==> src/rtl/apc_pkg.sv <==
package apc_pkg;

    typedef enum logic [2:0] {
        C_NOP   = 3'd0,
        C_RD    = 3'd1,
        C_RD_AP = 3'd2,
        C_WR    = 3'd3,
        C_WR_AP = 3'd4,
        C_PRE   = 3'd5,
        C_ACT   = 3'd6,
        C_RSVD  = 3'd7
    } cmd_e;

    typedef enum logic [1:0] {
        S_IDLE   = 2'd0,
        S_RD_REF = 2'd1,
        S_WR_REF = 2'd2
    } ref_state_e;

    function automatic logic is_read(input cmd_e k);
        return (k == C_RD) || (k == C_RD_AP);
    endfunction

    function automatic logic is_write(input cmd_e k);
        return (k == C_WR) || (k == C_WR_AP);
    endfunction

    function automatic logic is_row(input cmd_e k);
        return (k == C_PRE) || (k == C_ACT);
    endfunction

endpackage

==> src/rtl/apc_ref_fsm.sv <==
module apc_ref_fsm
    import apc_pkg::*;
#(
    parameter int BANK_W = 2
) (
    input  logic              clk,
    input  logic              rst_n,
    input  cmd_e              kind,
    input  logic [BANK_W-1:0] bank,
    output logic              ref_live,
    output logic              ref_wr,
    output logic [BANK_W-1:0] ref_bank,
    output logic              restart
);

    ref_state_e state_q, state_d;
    logic [BANK_W-1:0] bank_q;

    // next-state selection
    always_comb begin
        state_d = state_q;
        unique case (kind)
            C_RD_AP: state_d = S_RD_REF;
            C_WR_AP: state_d = S_WR_REF;
            default: state_d = state_q;
        endcase
    end

    // state register
    always_ff @(posedge clk or negedge rst_n) begin
        if (!rst_n) begin
            state_q <= S_IDLE;
            bank_q  <= '0;
        end else begin
            state_q <= state_d;
            if (kind == C_RD_AP || kind == C_WR_AP)
                bank_q <= bank;
        end
    end

    // outputs
    always_comb begin
        ref_live = 1'b0;
        ref_wr   = 1'b0;
        unique case (state_q)
            S_IDLE:   begin ref_live = 1'b0; ref_wr = 1'b0; end
            S_RD_REF: begin ref_live = 1'b1; ref_wr = 1'b0; end
            S_WR_REF: begin ref_live = 1'b1; ref_wr = 1'b1; end
            default:  begin ref_live = 1'b0; ref_wr = 1'b0; end
        endcase
        ref_bank = bank_q;
        restart  = (kind == C_RD_AP) || (kind == C_WR_AP);
    end

endmodule

==> src/rtl/apc_age_counter.sv <==
module apc_age_counter #(
    parameter int MAX_AGE = 8,
    localparam int AGE_W  = $clog2(MAX_AGE + 1)
) (
    input  logic             clk,
    input  logic             rst_n,
    input  logic             restart,
    output logic [AGE_W-1:0] age
);

    localparam logic [AGE_W-1:0] AGE_TOP = AGE_W'(MAX_AGE);

    always_ff @(posedge clk or negedge rst_n) begin
        if (!rst_n)
            age <= '0;
        else if (restart)
            age <= AGE_W'(1);
        else if (age != AGE_TOP)
            age <= age + AGE_W'(1);
    end

endmodule

==> src/rtl/apc_gap_table.sv <==
module apc_gap_table
    import apc_pkg::*;
#(
    parameter int BL      = 4,
    parameter int CL_HALF = 5,
    parameter int TWTR    = 1,
    parameter int GAP_W   = 4
) (
    input  logic             ref_wr,
    input  cmd_e             kind,
    output logic             checked,
    output logic [GAP_W-1:0] need
);

    localparam int CL_CLK  = (CL_HALF + 1) / 2;
    localparam int HALF_BL = BL / 2;
    localparam logic [GAP_W-1:0] G_RD_RD = GAP_W'(HALF_BL);
    localparam logic [GAP_W-1:0] G_RD_WR = GAP_W'(CL_CLK + HALF_BL);
    localparam logic [GAP_W-1:0] G_WR_RD = GAP_W'(1 + HALF_BL + TWTR);
    localparam logic [GAP_W-1:0] G_WR_WR = GAP_W'(HALF_BL);
    localparam logic [GAP_W-1:0] G_ROW   = GAP_W'(1);

    always_comb begin
        checked = 1'b1;
        need    = '0;
        if (is_read(kind))
            need = ref_wr ? G_WR_RD : G_RD_RD;
        else if (is_write(kind))
            need = ref_wr ? G_WR_WR : G_RD_WR;
        else if (is_row(kind))
            need = G_ROW;
        else
            checked = 1'b0;
    end

endmodule

==> src/rtl/apc_gap_monitor.sv <==
module apc_gap_monitor
    import apc_pkg::*;
#(
    parameter int BANK_W  = 2,
    parameter int BL      = 4,
    parameter int CL_HALF = 5,
    parameter int TWTR    = 1
) (
    input  logic              clk,
    input  logic              rst_n,
    input  logic [2:0]        cmd_kind,
    input  logic [BANK_W-1:0] cmd_bank,
    output logic              viol,
    output logic [2:0]        viol_kind
);

    localparam int CL_CLK  = (CL_HALF + 1) / 2;
    localparam int GAP_RW  = CL_CLK + BL / 2;
    localparam int GAP_WR  = 1 + BL / 2 + TWTR;
    localparam int MAX_GAP = (GAP_RW > GAP_WR) ? GAP_RW : GAP_WR;
    localparam int AGE_W   = $clog2(MAX_GAP + 1);

    cmd_e              kind;
    logic              ref_live;
    logic              ref_wr;
    logic [BANK_W-1:0] ref_bank;
    logic              restart;
    logic [AGE_W-1:0]  age;
    logic              checked;
    logic [AGE_W-1:0]  need;
    logic              too_soon;

    assign kind = cmd_e'(cmd_kind);

    apc_ref_fsm #(.BANK_W(BANK_W)) u_fsm (
        .clk      (clk),
        .rst_n    (rst_n),
        .kind     (kind),
        .bank     (cmd_bank),
        .ref_live (ref_live),
        .ref_wr   (ref_wr),
        .ref_bank (ref_bank),
        .restart  (restart)
    );

    apc_age_counter #(.MAX_AGE(MAX_GAP)) u_age (
        .clk     (clk),
        .rst_n   (rst_n),
        .restart (restart),
        .age     (age)
    );

    apc_gap_table #(
        .BL      (BL),
        .CL_HALF (CL_HALF),
        .TWTR    (TWTR),
        .GAP_W   (AGE_W)
    ) u_table (
        .ref_wr  (ref_wr),
        .kind    (kind),
        .checked (checked),
        .need    (need)
    );

    assign too_soon = ref_live && checked && (cmd_bank != ref_bank) && (age < need);

    always_ff @(posedge clk or negedge rst_n) begin
        if (!rst_n) begin
            viol      <= 1'b0;
            viol_kind <= 3'd0;
        end else begin
            viol      <= too_soon;
            viol_kind <= too_soon ? cmd_kind : 3'd0;
        end
    end

endmodule

==> config.mk <==
export PLATFORM = sky130hd
export DESIGN_NAME = apc_gap_monitor
export DESIGN_NICKNAME = d
export VERILOG_FILES = /design/src/rtl/apc_pkg.sv /design/src/rtl/apc_ref_fsm.sv /design/src/rtl/apc_age_counter.sv /design/src/rtl/apc_gap_table.sv /design/src/rtl/apc_gap_monitor.sv
export SDC_FILE = /design/constraint.sdc
export NUM_CORES = 1
export LEC_CHECK = 0
export BUFFER_PORTS_ARGS = -buffer_cell sky130_fd_sc_hd__buf_4
export CAP_MARGIN = 20
export CORE_MARGIN = 1
export CORE_UTILIZATION = 30
export DETAILED_ROUTE_END_ITERATION = 8
export PLACE_DENSITY_LB_ADDON = 0.15
export SLEW_MARGIN = 15
export SYNTH_ARGS = -nofsm -noshare
export SYNTH_HDL_FRONTEND = slang
export SYNTH_SLANG_ARGS = --single-unit
==> constraint.sdc <==
create_clock -name clk -period 4.1 [get_ports clk]
set_clock_uncertainty 0.05 [all_clocks]
set_input_delay 0.205 -clock clk [delete_from_list [all_inputs] [get_ports clk]]
set_output_delay 0.205 -clock clk [all_outputs]
set_load 0.02 [all_outputs]
==> results of run 1 <==
-- cells in the mapped netlist, drive strengths merged --
master	instances
a211o	1
a211oi	6
a21oi	2
a22oi	1
and3b	1
buf	3
dfrtp	11
ha	5
inv	4
mux2	2
mux2i	1
nand2	5
nand2b	3
nand3	1
nand3b	1
nor2	8
nor2b	1
nor3	1
o211ai	1
o21ai	3
o311a	1
o32a	1
or3	1
xnor2	3
xor2	3
-- power by group through the flow --
stage                     logic, mW  registers [mW]  clock network, mW
after global routing          0.196           0.170             0.0818
after floorplan               0.114           0.176                  0
after global placement        0.167           0.169                  0
after CTS                     0.177           0.167             0.0763
after detailed placement      0.174           0.169                  0
final                         0.173           0.167             0.0721
-- logic make-up (layout without fill, tap and decap cells) --
kind of cell | after synthesis | count (layout) | synth area share (%)
DFF | 11 | 11 | 40.00
xor gates and xnor gates | 6 | 6 | 7.638
AOI/OAI and AO/OA | 16 | 16 | 16.55
muxes | 3 | 3 | 4.727
adders and majority gates | 5 | 5 | 9.091
and+or+nand+nor | 22 | 22 | 16.00
buffers and inverters | 7 | 19 | 5.999
-- through the flow --
stage | setup slack [ns] | hold slack (ns)
final | 1.729 | 0.1348
after global routing | 1.529 | 0.1237
after CTS | 1.707 | 0.1289
after detailed placement | 1.716 | -0.001618
after global placement | 1.782 | 0.001949
after floorplan | 1.969 | -0.1406
-- layout make-up --
class | instances | area share [%]
multi-input combinational | 52 | 46.05
sequential | 11 | 34.11
timing repair buffer | 11 | 10.54
tap | 27 | 4.186
clock buffer | 4 | 3.256
inverter | 4 | 1.860
-- flip-flops by register name, indices dropped and copies added, names as in the netlist --
register / cells
u_age.age: 3
viol_kind: 3
u_fsm.ref_bank: 2
u_fsm.state_q: 2
viol: 1
-- routing by layer --
metal / track usage (%) / wire (um) / vias to the layer above / share of wire, %
met4: 2.857 / 8 / 0 / 0.61
met1: 12.12 / 626 / 255 / 48
li1: - / - / 269 / -
met5: 0 / 0 / - / 0
met2: 20.95 / 629 / 8 / 48
met3: 4.630 / 39 / 2 / 3.0
-- repair_timing --
action / 4_1_cts / 5_1_grt
hold buffers: 1 / 0
resized for setup: 0 / 0
endpoints found under the setup margin: 0 / 0
hold endpoints to repair: 11 / 0
buffers inserted: 0 / 0
-- path summary, 6_finish.rpt --
path                              startpoint                end  slack (ns)  depth (start not counted)
hold reg to reg            u_fsm.ref_bank[0]  u_fsm.ref_bank[0]        0.48                          1
hold / removal                   cmd_bank[0]  u_fsm.ref_bank[0]        0.13                          2
setup / recovery            u_fsm.state_q[0]       viol_kind[1]        1.73                          9
max in group asynchronous              rst_n               viol        3.59                          2
min in group asynchronous              rst_n       u_age.age[0]        0.25                          2
setup reg to reg            u_fsm.state_q[0]       viol_kind[1]        1.73                          9
==> flow_metrics.env, run 1 <==
export IMPL_count_of_pins_over_their_slew_limit=0
export IMPL_post_route_drc_count=0
export IMPL_final_hold_viol_count=0
export IMPL_synth_area_top_cells="sky130_fd_sc_hd__dfrtp_1 40%, sky130_fd_sc_hd__ha_1 9.1%, sky130_fd_sc_hd__a211oi_1 6.5%"
export IMPL_max_stage_delay_ns=0.43
export IMPL_clkSlewWorstSetupHoldPaths_ns=0.07
export IMPL_cts_htree_levels=1
export IMPL_post_synth_top_area_share_pct=40.00
export IMPL_detailedRoute_firstPassIterationCount=3
export IMPL_switching_power_mw=0.1542
export IMPL_synth_largest_area_cell="sky130_fd_sc_hd__dfrtp_1"
export IMPL_placedInstanceArea_um2=770.7
export IMPL_synth_nets=82
export IMPL_final_design_instance_area_without_fill_um2=807.0
export IMPL_post_route_cells_drive_above_1_share_pct=19.51
export IMPL_critPathTopFamily="compound AO/OA/AOI/OAI gates"
export IMPL_cpMaxStageDelayCell="sky130_fd_sc_hd__a211oi_1"
export IMPL_intPower_mw=0.2585
export IMPL_area_sequential_um2=275.3
export IMPL_cell_count_after_synthesis=70
export IMPL_timing_critical_path_cells="inv_1, ha_1, xor2_1, a21oi_1, o32a_1, ha_1, a211oi_1, nand2_1, a211oi_1"
export IMPL_finalCritPeriodShare_pct=57.82
export IMPL_grt_ovfl_total=0
export IMPL_run_status="complete, no violations"
export IMPL_maximum_number_of_pins_on_one_net_before_global_route_repair=15
export IMPL_cell_total_after_placement=104
export IMPL_finalCoreUtilization_pct=39.14
export IMPL_fp_dieArea_mm2=0.002490
export IMPL_most_common_layout_cells="11 x sky130_fd_sc_hd__dfrtp_1, 10 x sky130_fd_sc_hd__buf_4, 8 x sky130_fd_sc_hd__nor2_1"
export IMPL_peakVddDrop_mv=0.2234
export IMPL_post_synth_instance_area_um2=688.2
export IMPL_hpwl_um=962.7
export IMPL_timing_worst_setup_path_type="flop to flop"
export IMPL_totalPowerFinal_mw=0.4127
export IMPL_cp_buffers_inverters=1
export IMPL_numClockSinks=11
export IMPL_core_area_mm2=0.002062
export IMPL_worstHoldPathType="primary input to flop"
export IMPL_post_drt_via_cell_ratio=4.899
export IMPL_synthesis_area_per_instance_um2=9.831
export IMPL_antenna_found_initial=0
export IMPL_period_needed_ns=2.371
export IMPL_rsz_0062_raised_after_global_routing="false"
export IMPL_post_synth_num_cell_types=28
export IMPL_setup_tns_ns=0
export IMPL_worstPathMaxFanout=6
export IMPL_finish_net_count=95
export IMPL_io_pin_count=11
export IMPL_clk_insertion_delay_late_ns=0.27
export IMPL_power_sequential_fraction_pct=40.5
export IMPL_placement_rows=16
export IMPL_multi_input_comb_area_um2=371.6
export IMPL_finalSetupViolations=0
export IMPL_type_of_element_capturing_the_critical_path="flop"
export IMPL_die_width_um=49.90
export IMPL_synth_yosys_seq_area_share_pct=40.00
export IMPL_grt_pass1_vias=512
export IMPL_drt_total_wl_mm=1.302
export IMPL_timing_fmax_mhz=421.8
export IMPL_clk_path_buf_depth=2
export IMPL_area_delta_synth_final_pct=17.27
export IMPL_initial_utilization_pct=33.37
export IMPL_cell_area_power_density_mw_per_mm2=511.4
export IMPL_dr_total_vias=534
export IMPL_critPathArrivalTime_ns=2.49
export IMPL_average_wire_per_standard_cell_um=11.94
export IMPL_first_pass_grt_wire_length_mm=2.118
export IMPL_cts_buffers_inserted=3
export IMPL_n_fill_cell=224
export IMPL_worst_endpoint_required_ns=4.22
export IMPL_cap_viol_max_count=0
export IMPL_power_switching_fraction_pct=37.37
export IMPL_drt_iter0_drc=3
export IMPL_slew_headroom_pct=70.40
export IMPL_worst_setup_path_start_kind="flop"
export IMPL_layout_cells_non_filler=109
export IMPL_synth_warning_count=0
export IMPL_grt_util_all_layers_pct=11.50
export IMPL_count_of_state_elements_after_synthesis=11
export IMPL_port_buffers=10
export IMPL_combinationalPowerShare_pct=42.0
export IMPL_clock_tree_root_cell="sky130_fd_sc_hd__clkbuf_4"
export IMPL_antenna_cells_inserted=0
export IMPL_tritoncts_clock_tree="yes"
export IMPL_layout_cells_most_common="sky130_fd_sc_hd__dfrtp_1"
export IMPL_leakage_power_figure_nw=0.3605
export IMPL_globalplace_congestion=0.7555
export IMPL_die_height_um=49.90
export IMPL_clkPwrFrac_pct=17.5
export IMPL_worst_slew_pin_slew_ns=0.4413
export IMPL_ant_nets=0
Power figures use the tool's default switching activity.
==> run 2, diff against run 1 <==
- clock period: 4.1 -> 2.3 ns (I/O delays scaled with it)
==> run 2 against run 1 <==
Register-to-register slack got worse by 1.6 ns. First-iteration DRC count rose by 67%. Largest cell class unchanged. Via count fell by 0.19%. Critical path type unchanged. Die area did not move.
==> flow_metrics.env, run 2 (same netlist as run 1, synthesis figures left out) <==
export IMPL_antenna_cells_inserted=0
export IMPL_core_area_mm2=0.002062
export IMPL_holdPathStages=2
export IMPL_cts_buffers_inserted=3
export IMPL_die_width_um=49.90
export IMPL_placement_rows=16
export IMPL_die_height_um=49.90
export IMPL_numClockSinks=11
export IMPL_port_buffers=10
export IMPL_worstPathMaxFanout=6
export IMPL_maximum_number_of_pins_on_one_net_before_global_route_repair=15
export IMPL_clk_path_buf_depth=2
export IMPL_cell_total_after_placement=105
export IMPL_finish_net_count=96
export IMPL_gr_usage_met2_pct=19.37
export IMPL_grt_most_used_layer="met2"
export IMPL_io_pin_count=11
export IMPL_drt_total_wl_mm=1.368
export IMPL_dp_slack_ns=-0.003480
export IMPL_clkSlewWorstSetupHoldPaths_ns=0.07
export IMPL_timing_critical_path_cells="inv_1, ha_4, xor2_1, a21oi_1, o32a_1, ha_1, a211oi_2, buf_4, nand2_1, a211oi_2"
export IMPL_cp_buffers_inverters=2
export IMPL_clock_tree_root_cell="sky130_fd_sc_hd__clkbuf_4"
export IMPL_most_common_layout_cells="11 x sky130_fd_sc_hd__buf_4, 11 x sky130_fd_sc_hd__dfrtp_1, 8 x sky130_fd_sc_hd__nor2_1"
export IMPL_post_drt_via_cell_ratio=4.845
export IMPL_detailedRoute_firstPassIterationCount=4
export IMPL_met1_usage_pct=16.26
export IMPL_cp_num_cells=10
export IMPL_post_route_cells_drive_above_1_share_pct=26.51
export IMPL_period_needed_ns=2.173
export IMPL_critPathTopFamily="compound AO/OA/AOI/OAI gates"
export IMPL_worst_endpoint_required_ns=2.43
export IMPL_final_critical_path_setup_slack_ns=0.1267
export IMPL_run_status="complete, no violations"
export IMPL_grt_pass1_vias=528
export IMPL_slew_headroom_pct=69.92
export IMPL_tritoncts_clock_tree="yes"
export IMPL_max_stage_delay_ns=0.40
export IMPL_area_delta_synth_final_pct=23.09
export IMPL_drt_iter0_drc=5
export IMPL_cts_htree_levels=1
export IMPL_timing_fmax_mhz=460.1
export IMPL_clk_insertion_delay_late_ns=0.27
export IMPL_critPathArrivalTime_ns=2.30
export IMPL_timing_worst_setup_path_type="flop to flop"
export IMPL_cell_area_power_density_mw_per_mm2=936.8
export IMPL_layout_cells_non_filler=110
export IMPL_grt_use_met3_pct=4.630
export IMPL_initial_utilization_pct=33.37
export IMPL_cp_common_cell="sky130_fd_sc_hd__a211oi_2"
export IMPL_n_fill_cell=203
export IMPL_cpMaxStageDelayCell="sky130_fd_sc_hd__dfrtp_1"
export IMPL_peakVddDrop_mv=0.4889
export IMPL_average_wire_per_standard_cell_um=12.44
export IMPL_reg_top3="u_age.age x3, viol_kind x3"
export IMPL_globalplace_congestion=0.7256
export IMPL_dr_total_vias=533
export IMPL_worst_setup_path_start_kind="flop"
export IMPL_grt_ovfl_total=0
export IMPL_post_cts_buffers=0
export IMPL_r2r_cells=10
export IMPL_antenna_found_initial=0
export IMPL_finalSetupViolations=0
export IMPL_leakage_power_figure_nw=0.3696
export IMPL_worstHoldPathType="primary input to flop"
export IMPL_final_hold_viol_count=0
export IMPL_cap_viol_max_count=0
export IMPL_first_pass_grt_wire_length_mm=2.339
export IMPL_count_of_pins_over_their_slew_limit=0
export IMPL_hpwl_um=989.9
export IMPL_fp_dieArea_mm2=0.002490
export IMPL_type_of_element_capturing_the_critical_path="flop"
export IMPL_grt_util_all_layers_pct=12.46
export IMPL_post_route_drc_count=0
export IMPL_finalCritPeriodShare_pct=94.49
export IMPL_ant_nets=0
export IMPL_worst_slew_pin_slew_ns=0.4492
[run 2: timing repair]
item,CTS,global route
gates resized for setup,1,5
hold buffers,1,0
endpoints found under the hold margin,11,0
setup endpoints to repair,1,4
[run 2: cell type report]
type / count / area (um^2) / share of cell area [%]
well taps: 27 / 33.78 / 3.988
flip-flops and latches: 11 / 275.3 / 32.50
inverters: 4 / 15.01 / 1.773
clock buffers: 4 / 26.28 / 3.102
multi-input cells: 52 / 404.1 / 47.71
repair buffers: 12 / 92.59 / 10.93
[run 2: through the flow]
stage / setup TNS, ns / hold slack, ns / utilization, % / power, mW / instance area, um^2
floorplan: 0 / -0.2306 / - / 0.5172 / 688.2
global placement: 0 / -0.08794 / 37.74 / 0.6143 / 778.2
detailed placement: -0.003480 / -0.08841 / 37.74 / 0.6230 / 778.2
CTS: 0 / 0.03164 / 39.62 / 0.7643 / 817.0
global route: -0.00001865 / 0.03171 / 41.08 / 0.8637 / 847.1
finish: 0 / 0.04180 / 41.08 / 0.7935 / 847.1
[run 2: power by group]
| part | internal (mW) | leakage (nW) | total (mW) | switching, mW |
|---|---|---|---|---|
| registers | 0.250 | 0.137 | 0.300 | 0.0506 |
| clock network | 0.0672 | 0.0150 | 0.133 | 0.0663 |
| logic | 0.172 | 0.218 | 0.360 | 0.188 |
| total | 0.489 | 0.370 | 0.794 | 0.305 |
[run 2: final timing paths]
check	from	endpoint	slack (ns)
setup / recovery	u_fsm.state_q[0]	viol_kind[0]	0.13
hold / removal	cmd_bank[0]	u_fsm.ref_bank[0]	0.04
setup reg to reg	u_fsm.state_q[0]	viol_kind[0]	0.13
hold reg to reg	u_fsm.ref_bank[0]	u_fsm.ref_bank[0]	0.48
max in group asynchronous	rst_n	viol	1.89
min in group asynchronous	rst_n	u_age.age[0]	0.16
[run 2: layer usage]
metal / wire length [um] / up-vias / share of wire, %
met2: 651 / 10 / 48
met5: 0 / - / 0
met3: 56 / 0 / 4.1
met1: 660 / 252 / 48
li1: - / 271 / -
met4: 0 / 0 / 0
